### src/rtl/smb_pkg.sv
package smb_pkg;

  typedef enum logic [2:0] {
    ST_IDLE,
    ST_ADDR,
    ST_CMD,
    ST_CNT,
    ST_WDATA,
    ST_TCNT,
    ST_TDATA
  } smb_state_t;

endpackage

### src/rtl/smb_line_sync.sv
module smb_line_sync #(
  parameter int STAGES = 2
) (
  input  logic clk,
  input  logic rst,
  input  logic scl_i,
  input  logic sda_i,
  output logic scl_s,
  output logic scl_p,
  output logic sda_s,
  output logic scl_rise,
  output logic scl_fall,
  output logic start_det,
  output logic stop_det
);

  logic [STAGES-1:0] scl_sh;
  logic [STAGES-1:0] sda_sh;
  logic              sda_p;

  // Metastability chains; the bus idles high, so reset to ones.
  always_ff @(posedge clk) begin
    if (rst) begin
      scl_sh <= '1;
      sda_sh <= '1;
      scl_p  <= 1'b1;
      sda_p  <= 1'b1;
    end else begin
      scl_sh <= {scl_sh[STAGES-2:0], scl_i};
      sda_sh <= {sda_sh[STAGES-2:0], sda_i};
      scl_p  <= scl_sh[STAGES-1];
      sda_p  <= sda_sh[STAGES-1];
    end
  end

  assign scl_s     = scl_sh[STAGES-1];
  assign sda_s     = sda_sh[STAGES-1];
  assign scl_rise  = scl_s & ~scl_p;
  assign scl_fall  = ~scl_s & scl_p;
  assign start_det = scl_s & scl_p & sda_p & ~sda_s;
  assign stop_det  = scl_s & scl_p & ~sda_p & sda_s;

endmodule

### src/rtl/smb_regfile.sv
module smb_regfile #(
  parameter int DEPTH = 16,
  parameter int AW    = 4
) (
  input  logic          clk,
  input  logic          we,
  input  logic [AW-1:0] waddr,
  input  logic [7:0]    wdata,
  input  logic [AW-1:0] raddr,
  output logic [7:0]    rdata
);

  logic [7:0] mem [DEPTH];

  // Single write port, registered read: maps onto a block RAM.
  always_ff @(posedge clk) begin
    if (we) mem[waddr] <= wdata;
    rdata <= mem[raddr];
  end

endmodule

### src/rtl/smb_proto.sv
module smb_proto
  import smb_pkg::*;
#(
  parameter logic [6:0] DEV_ADDR = 7'h2C,
  parameter int         NREGS    = 16,
  parameter int         AW       = 4
) (
  input  logic          clk,
  input  logic          rst,
  input  logic          sda_s,
  input  logic          scl_rise,
  input  logic          scl_fall,
  input  logic          start_det,
  input  logic          stop_det,
  input  logic [7:0]    rd_data,
  output logic [AW-1:0] rd_addr,
  output logic          wr_en,
  output logic [AW-1:0] wr_addr,
  output logic [7:0]    wr_data,
  output logic          sda_low,
  output logic          done_flag
);

  localparam logic [7:0]    NREGS8   = 8'(NREGS);
  localparam logic [AW-1:0] LAST_IDX = AW'(NREGS - 1);

  smb_state_t    st, nxt_st;
  logic [7:0]    sreg;
  logic [7:0]    txbyte;
  logic [7:0]    wr_left;
  logic [3:0]    bitcnt;
  logic          ack_slot;
  logic          m_ack;
  logic          have_cmd;
  logic [AW-1:0] ptr;
  logic          rx_phase;
  logic          tx_phase;
  logic [2:0]    tx_idx;
  logic [7:0]    ptr8;

  function automatic logic [AW-1:0] step(input logic [AW-1:0] p);
    return (p == LAST_IDX) ? '0 : p + 1'b1;
  endfunction

  assign rx_phase = (st == ST_ADDR) || (st == ST_CMD) || (st == ST_CNT) || (st == ST_WDATA);
  assign tx_phase = (st == ST_TCNT) || (st == ST_TDATA);
  assign tx_idx   = 3'd7 - bitcnt[2:0];
  assign ptr8     = 8'(ptr);
  assign rd_addr  = ptr;

  always_ff @(posedge clk) begin
    if (rst) begin
      st       <= ST_IDLE;
      nxt_st   <= ST_IDLE;
      sreg     <= '0;
      txbyte   <= '0;
      wr_left  <= '0;
      bitcnt   <= '0;
      ack_slot <= 1'b0;
      m_ack    <= 1'b0;
      have_cmd <= 1'b0;
      ptr      <= '0;
      sda_low  <= 1'b0;
      wr_en    <= 1'b0;
      wr_addr  <= '0;
      wr_data  <= '0;
    end else begin
      wr_en <= 1'b0;
      if (start_det) begin
        st       <= ST_ADDR;
        bitcnt   <= '0;
        ack_slot <= 1'b0;
        sda_low  <= 1'b0;
      end else if (stop_det) begin
        st       <= ST_IDLE;
        bitcnt   <= '0;
        ack_slot <= 1'b0;
        sda_low  <= 1'b0;
        have_cmd <= 1'b0;
      end else if (st != ST_IDLE) begin
        if (scl_rise) begin
          if (ack_slot) begin
            m_ack <= ~sda_s;
          end else if (bitcnt < 4'd8) begin
            bitcnt <= bitcnt + 4'd1;
            if (rx_phase) sreg <= {sreg[6:0], sda_s};
          end
        end else if (scl_fall) begin
          if (ack_slot) begin
            // End of the acknowledge clock: move to the next byte.
            ack_slot <= 1'b0;
            bitcnt   <= '0;
            if (tx_phase) begin
              if (m_ack) begin
                st      <= ST_TDATA;
                txbyte  <= rd_data;
                ptr     <= step(ptr);
                sda_low <= ~rd_data[7];
              end else begin
                st      <= ST_IDLE;
                sda_low <= 1'b0;
              end
            end else begin
              st      <= nxt_st;
              sda_low <= (nxt_st == ST_TCNT) ? ~txbyte[7] : 1'b0;
            end
          end else if (bitcnt == 4'd8) begin
            // Start of the acknowledge clock.
            ack_slot <= 1'b1;
            sda_low  <= 1'b0;
            nxt_st   <= ST_IDLE;
            if (rx_phase) begin
              case (st)
                ST_ADDR: begin
                  if (sreg[7:1] == DEV_ADDR && (!sreg[0] || have_cmd)) begin
                    sda_low <= 1'b1;
                    if (sreg[0]) begin
                      nxt_st   <= ST_TCNT;
                      txbyte   <= NREGS8 - ptr8;
                      have_cmd <= 1'b0;
                    end else begin
                      nxt_st <= ST_CMD;
                    end
                  end
                end
                ST_CMD: begin
                  if (sreg < NREGS8) begin
                    sda_low  <= 1'b1;
                    ptr      <= sreg[AW-1:0];
                    have_cmd <= 1'b1;
                    nxt_st   <= ST_CNT;
                  end
                end
                ST_CNT: begin
                  sda_low <= 1'b1;
                  wr_left <= sreg;
                  nxt_st  <= ST_WDATA;
                end
                ST_WDATA: begin
                  if (wr_left != 8'd0) begin
                    sda_low <= 1'b1;
                    wr_en   <= 1'b1;
                    wr_addr <= ptr;
                    wr_data <= sreg;
                    ptr     <= step(ptr);
                    wr_left <= wr_left - 8'd1;
                    nxt_st  <= ST_WDATA;
                  end
                end
                default: ;
              endcase
            end
          end else if (tx_phase) begin
            sda_low <= ~txbyte[tx_idx];
          end
        end
      end
    end
  end

  always_ff @(posedge clk) begin
    if (rst) done_flag <= 1'b0;
    else if (wr_en && wr_addr == LAST_IDX && wr_data[0]) done_flag <= 1'b1;
  end

endmodule

### src/rtl/smb_blk_slave.sv
module smb_blk_slave #(
  parameter logic [6:0] DEV_ADDR    = 7'h2C,
  parameter int         NREGS       = 16,
  parameter int         SYNC_STAGES = 2
) (
  input  logic clk,
  input  logic rst,
  input  logic scl_in,
  input  logic sda_in,
  output logic sda_pull,
  output logic load_done
);

  localparam int AW = (NREGS > 1) ? $clog2(NREGS) : 1;

  logic          scl_s, scl_p, sda_s;
  logic          scl_rise, scl_fall, start_det, stop_det;
  logic [AW-1:0] rd_addr, wr_addr;
  logic [7:0]    rd_data, wr_data;
  logic          wr_en;

  smb_line_sync #(.STAGES(SYNC_STAGES)) u_sync (
    .clk      (clk),
    .rst      (rst),
    .scl_i    (scl_in),
    .sda_i    (sda_in),
    .scl_s    (scl_s),
    .scl_p    (scl_p),
    .sda_s    (sda_s),
    .scl_rise (scl_rise),
    .scl_fall (scl_fall),
    .start_det(start_det),
    .stop_det (stop_det)
  );

  smb_regfile #(.DEPTH(NREGS), .AW(AW)) u_regs (
    .clk  (clk),
    .we   (wr_en),
    .waddr(wr_addr),
    .wdata(wr_data),
    .raddr(rd_addr),
    .rdata(rd_data)
  );

  smb_proto #(.DEV_ADDR(DEV_ADDR), .NREGS(NREGS), .AW(AW)) u_proto (
    .clk      (clk),
    .rst      (rst),
    .sda_s    (sda_s),
    .scl_rise (scl_rise),
    .scl_fall (scl_fall),
    .start_det(start_det),
    .stop_det (stop_det),
    .rd_data  (rd_data),
    .rd_addr  (rd_addr),
    .wr_en    (wr_en),
    .wr_addr  (wr_addr),
    .wr_data  (wr_data),
    .sda_low  (sda_pull),
    .done_flag(load_done)
  );

endmodule

### config.mk
export PLATFORM = sky130hd
export DESIGN_NAME = smb_blk_slave
export DESIGN_NICKNAME = d
export VERILOG_FILES = /design/src/rtl/smb_pkg.sv /design/src/rtl/smb_line_sync.sv /design/src/rtl/smb_regfile.sv /design/src/rtl/smb_proto.sv /design/src/rtl/smb_blk_slave.sv
export SDC_FILE = /design/constraint.sdc
export NUM_CORES = 1
export LEC_CHECK = 0
export BUFFER_PORTS_ARGS = -buffer_cell sky130_fd_sc_hd__clkbuf_2
export CORE_UTILIZATION = 40
export DETAILED_ROUTE_END_ITERATION = 12
export HOLD_SLACK_MARGIN = 0.05
export PLACE_DENSITY_LB_ADDON = 0.15
export SLEW_MARGIN = 30
export SYNTH_ARGS = -nofsm -noshare
export SYNTH_HDL_FRONTEND = slang
export SYNTH_HIERARCHICAL = 1
export SYNTH_SLANG_ARGS = --single-unit
export TNS_END_PERCENT = 50
### constraint.sdc
create_clock -name clk -period 5.6 [get_ports clk]
set_input_delay 0 -clock clk [delete_from_list [all_inputs] [get_ports clk]]
set_output_delay 0 -clock clk [all_outputs]
set_load 0.03 [all_outputs]
==> impl_summary.log <==
[metrics] status: finished, final reports clean
[metrics] Post-Route Utilization: 0.449
[metrics] setup slack of the critical path after layout: 2.93 ns
[metrics] Layout Skew: 0.0106 ns
[metrics] Total Nets Final: ~610
[metrics] Seq cells post-synth: 198
[metrics] maximum root-to-sink buffer count: 2
[metrics] pin count of the biggest net entering global routing: 50
[metrics] global routing usage summed across all routing layers: 0.175
[metrics] ports placed on the boundary: 6
[metrics] highest-delay cell along the critical path: nor2_2
[metrics] Via-to-Cell Ratio: 5.52
[metrics] cells along the critical path: nor3b_1 > nand4_1 > nor2_2 > mux2i_1 > nor2_1
[metrics] hold violation total from the final report: 0
[metrics] Final ANT Viol Nets: 0
[metrics] Worst Setup Path Type: flop to flop
[metrics] post-synthesis sequential area ratio: 0.629
[metrics] power per standard cell area: 303 mW/mm^2
[metrics] first-pass GRT wire length: between 20,000 and 30,000 um
[metrics] Pleak: approximately 3 nW
[metrics] TritonCTS sink count: around 200
[metrics] DR DRC count: 0
[metrics] count of input and output buffers: 5
[metrics] growth of design area from synthesis to finish: 9.68%
[metrics] count of placed standard cells in the final layout, fillers left out: 882
[metrics] Crit. path cell count: 5
[metrics] net count after synthesis: 608
[metrics] detailed placer's ending HPWL: roughly 11,000 um
[metrics] number of global-route vias before repair: 4,859
[metrics] number of gates resized after cts: 0
[metrics] worst r2r dst: u_proto/wr_data[7]
[metrics] Slew Limit Headroom: 0.402
[metrics] initial core utilization: 0.409
[metrics] Worst Setup SP: u_proto/ack_slot
[metrics] clock tree from TritonCTS: done
[metrics] worst path bufs/invs: 0
[metrics] final clock period utilization by the worst path: 0.476
[metrics] Detailed Route Iter0 Violations: ~370
[metrics] critical path peak fanout: 25
[metrics] number of cells traversed by the worst register-to-register path: 5
[metrics] Inserted Clock Buffers: 17
[metrics] Setup-failing EPs final: 0
[metrics] final standard cell area without fillers: 0.00915 mm^2
[metrics] number of diodes: 0
[metrics] Critical Path Sink: u_proto/wr_data[7]
[metrics] post-place instance area: between 0.008 and 0.009 mm^2
[metrics] flop-to-flop setup slack: slightly below 3 ns
[metrics] min Tclk post-route: roughly 2.7 ns
[metrics] Slew @ Worst Pin: a little under 0.9 ns
[metrics] number of max-cap violations: 0
[metrics] number of iterations in the first detailed-routing pass: 6
[metrics] Die Y-Extent: 146 um
[metrics] area of the core region: approximately 0.02 mm^2
[metrics] cell count after synthesis: 599
[metrics] async set-reset flop share out of synthesis: 0
[metrics] category of the worst setup path capture point: flop
[metrics] proportion of layout cells with a drive suffix above 1: 0.127
[metrics] Placed Cells: around 850
[metrics] max-slew violation count: 0
[metrics] Post-Syn Area: 0.00834 mm^2
[metrics] clock insertion delay at the later pin of the skew report: 0.43 ns
[metrics] reg-to-reg critical path startpoint: u_proto/ack_slot
[metrics] number of fill cells: ~1,800
[metrics] Via Count: 4,871
[metrics] number of H-tree levels: 4
[metrics] initial antenna violation count: 0
[metrics] Site Rows: 52
[metrics] worst min-delay path class: input pin to flop
[metrics] RSZ-0062 raised after global routing: no
[metrics] final RePlAce weighted congestion: 0.862
[metrics] clock tree root buffer cell: clkbuf_16
[metrics] warnings from Yosys: 6
[metrics] multi-input combinational cell area: 0.00284 mm^2
[metrics] number of enable flip-flop cells after synthesis: 128
[metrics] Cell variety after synth: 69
[metrics] full die area: 0.0214 mm^2
[metrics] Power Total: between 2 and 3 mW
[metrics] worst endpoint required time: 5.88 ns
[metrics] VDD IR-drop max: ~0.18 mV
[metrics] top flip-flop cell by instance count after synthesis: edfxtp_1
[metrics] clock transition at the registers of the reported paths: about 0.07 ns
[metrics] fmax: 375 MHz
[metrics] die boundary width: 146 um
[metrics] average cell area after synthesis: between 10 and 15 um^2
[metrics] area taken by flip-flops and latches: between 0.005 and 0.006 mm^2
[metrics] cell class contributing the biggest share of worst-path delay: simple AND/OR/NAND/NOR gates
[metrics] Worst Setup Start Kind: flop
[metrics] Post-Route Hold Slack: 0.171 ns
[metrics] CP peak stage delay: between 0.6 and 0.7 ns
[metrics] Critical Path AT: 2.95 ns
[metrics] detailed-route wire length: 17,800 um
[metrics] global route total overflow: 0
[metrics] Setup TNS: 0 ns
[metrics] routed wirelength normalized by instance count: 20.2 um
[metrics] DP Worst Slack: 2.68 ns
## worst register-to-register path: stages, from the launching register on
cell	delay, ns
dfxtp_1	0.60
nor3b_1	0.54
nand4_1	0.42
nor2_2	0.64
mux2i_1	0.27
nor2_1	0.06
## placed cells by master, fill, tap and decap left out, types with 3 or more instances in the layout
cell type and instances:
nor3_1 13, inv_1 11, edfxtp_1 128, a31oi_1 3, nor2_1 72, inv_8 5
clkbuf_16 17, nand4_1 5, inv_6 3, or2_1 6, mux2i_1 22, nand3b_1 3
a211oi_1 5, nand3_1 9, mux4_1 14, a21oi_1 30, nor3b_1 6, o32ai_1 3
ha_1 5, nor2b_1 4, or2_2 3, o21ai_0 17, dfxtp_1 69, clkbuf_2 4
buf_4 6, and4b_1 3, nor4_1 5, xor2_1 4, nand2b_1 6, a22oi_1 21
nand2_1 31, or3b_2 3, mux4_2 20
## cell type report
cell class                      count  share of cell area
Multi-Input combinational cell    357               0.310
Sequential cell                   198               0.574
Inverter                           12             0.00493
Timing Repair Buffer               13             0.00985
Tap cell                          270              0.0369
Clock inverter                     14              0.0172
Clock buffer                       18              0.0469
## synthesized netlist by cell type, types with 4 or more instances
| cell | n | area [um^2] |
|---|---|---|
| edfxtp_1 | 128 | 3840 |
| nor2_1 | 73 | 274 |
| dfxtp_1 | 70 | 1400 |
| nand2_1 | 31 | 116 |
| a21oi_1 | 30 | 150 |
| mux2i_1 | 22 | 220 |
| a22oi_1 | 21 | 158 |
| mux4_2 | 20 | 450 |
| o21ai_0 | 17 | 85.1 |
| clkbuf_1 | 15 | 56.3 |
| mux4_1 | 14 | 368 |
| nor3_1 | 13 | 65.1 |
| inv_1 | 11 | 41.3 |
| nand3_1 | 9 | 45.0 |
| nand2b_1 | 6 | 37.5 |
| nor3b_1 | 6 | 45.0 |
| or2_1 | 6 | 37.5 |
| a211oi_1 | 5 | 37.5 |
| buf_2 | 5 | 25.0 |
| ha_1 | 5 | 62.6 |
| nand4_1 | 5 | 31.3 |
| nor4_1 | 5 | 31.3 |
| buf_6 | 4 | 45.0 |
| nor2b_1 | 4 | 25.0 |
| xor2_1 | 4 | 35.0 |
## worst min-delay path by stage
stage | start | endpoint | slack [ns] | depth (start not counted)
finish | rst | u_proto/wr_left[1] | 0.17 | 2
global route | rst | u_proto/sreg[6] | 0.19 | 2
CTS | scl_in | u_sync/scl_sh[0] | 0.28 | 3
detailed placement | scl_in | u_sync/scl_sh[0] | 0.18 | 2
global placement | scl_in | u_sync/scl_sh[0] | 0.18 | 2
floorplan | rst | u_sync/scl_p | 0.1 | 1
## registers in the layout (all words and copies together), names as in the netlist, 3 cells and up
name and count:
u_proto/bitcnt 4, u_proto/sreg 8, u_regs/mem 128, u_proto/rd_addr 4, u_proto/wr_addr 4, u_proto/nxt_st 3
u_proto/txbyte 8, u_proto/wr_data 8, u_proto/st 3, u_regs/rdata 8, u_proto/wr_left 8
## power by group
part / leakage (nW) / switching [mW] / internal [mW]
Sequential: 1.75 / 0.00257 / 1.54
Clock: 0.285 / 0.574 / 0.637
Combinational: 0.935 / 0.0144 / 0.00575
Total: 2.97 / 0.591 / 2.18
## logic make-up after synthesis
group,Yosys count,share of synthesized area
compound gates,104,0.0854
xor+xnor,5,0.00525
fa+ha+maj,5,0.00750
buf+inv,44,0.0308
flops,198,0.629
mux,56,0.125
simple gates,187,0.117
## what timing repair did
action                                 CTS  global route
setup buffers                            0             0
hold buffers                             2             0
endpoints found under the hold margin    2             0
## routing by layer
metal	share of wire	GRT usage	routed length, um	vias up
met5	0	0	0	-
met4	0.015	0.0516	274	0
met3	0.034	0.0356	597	16
met2	0.49	0.290	8810	103
met1	0.46	0.231	8140	2451
li1	-	-	-	2301
Power figures use the tool's default switching activity.
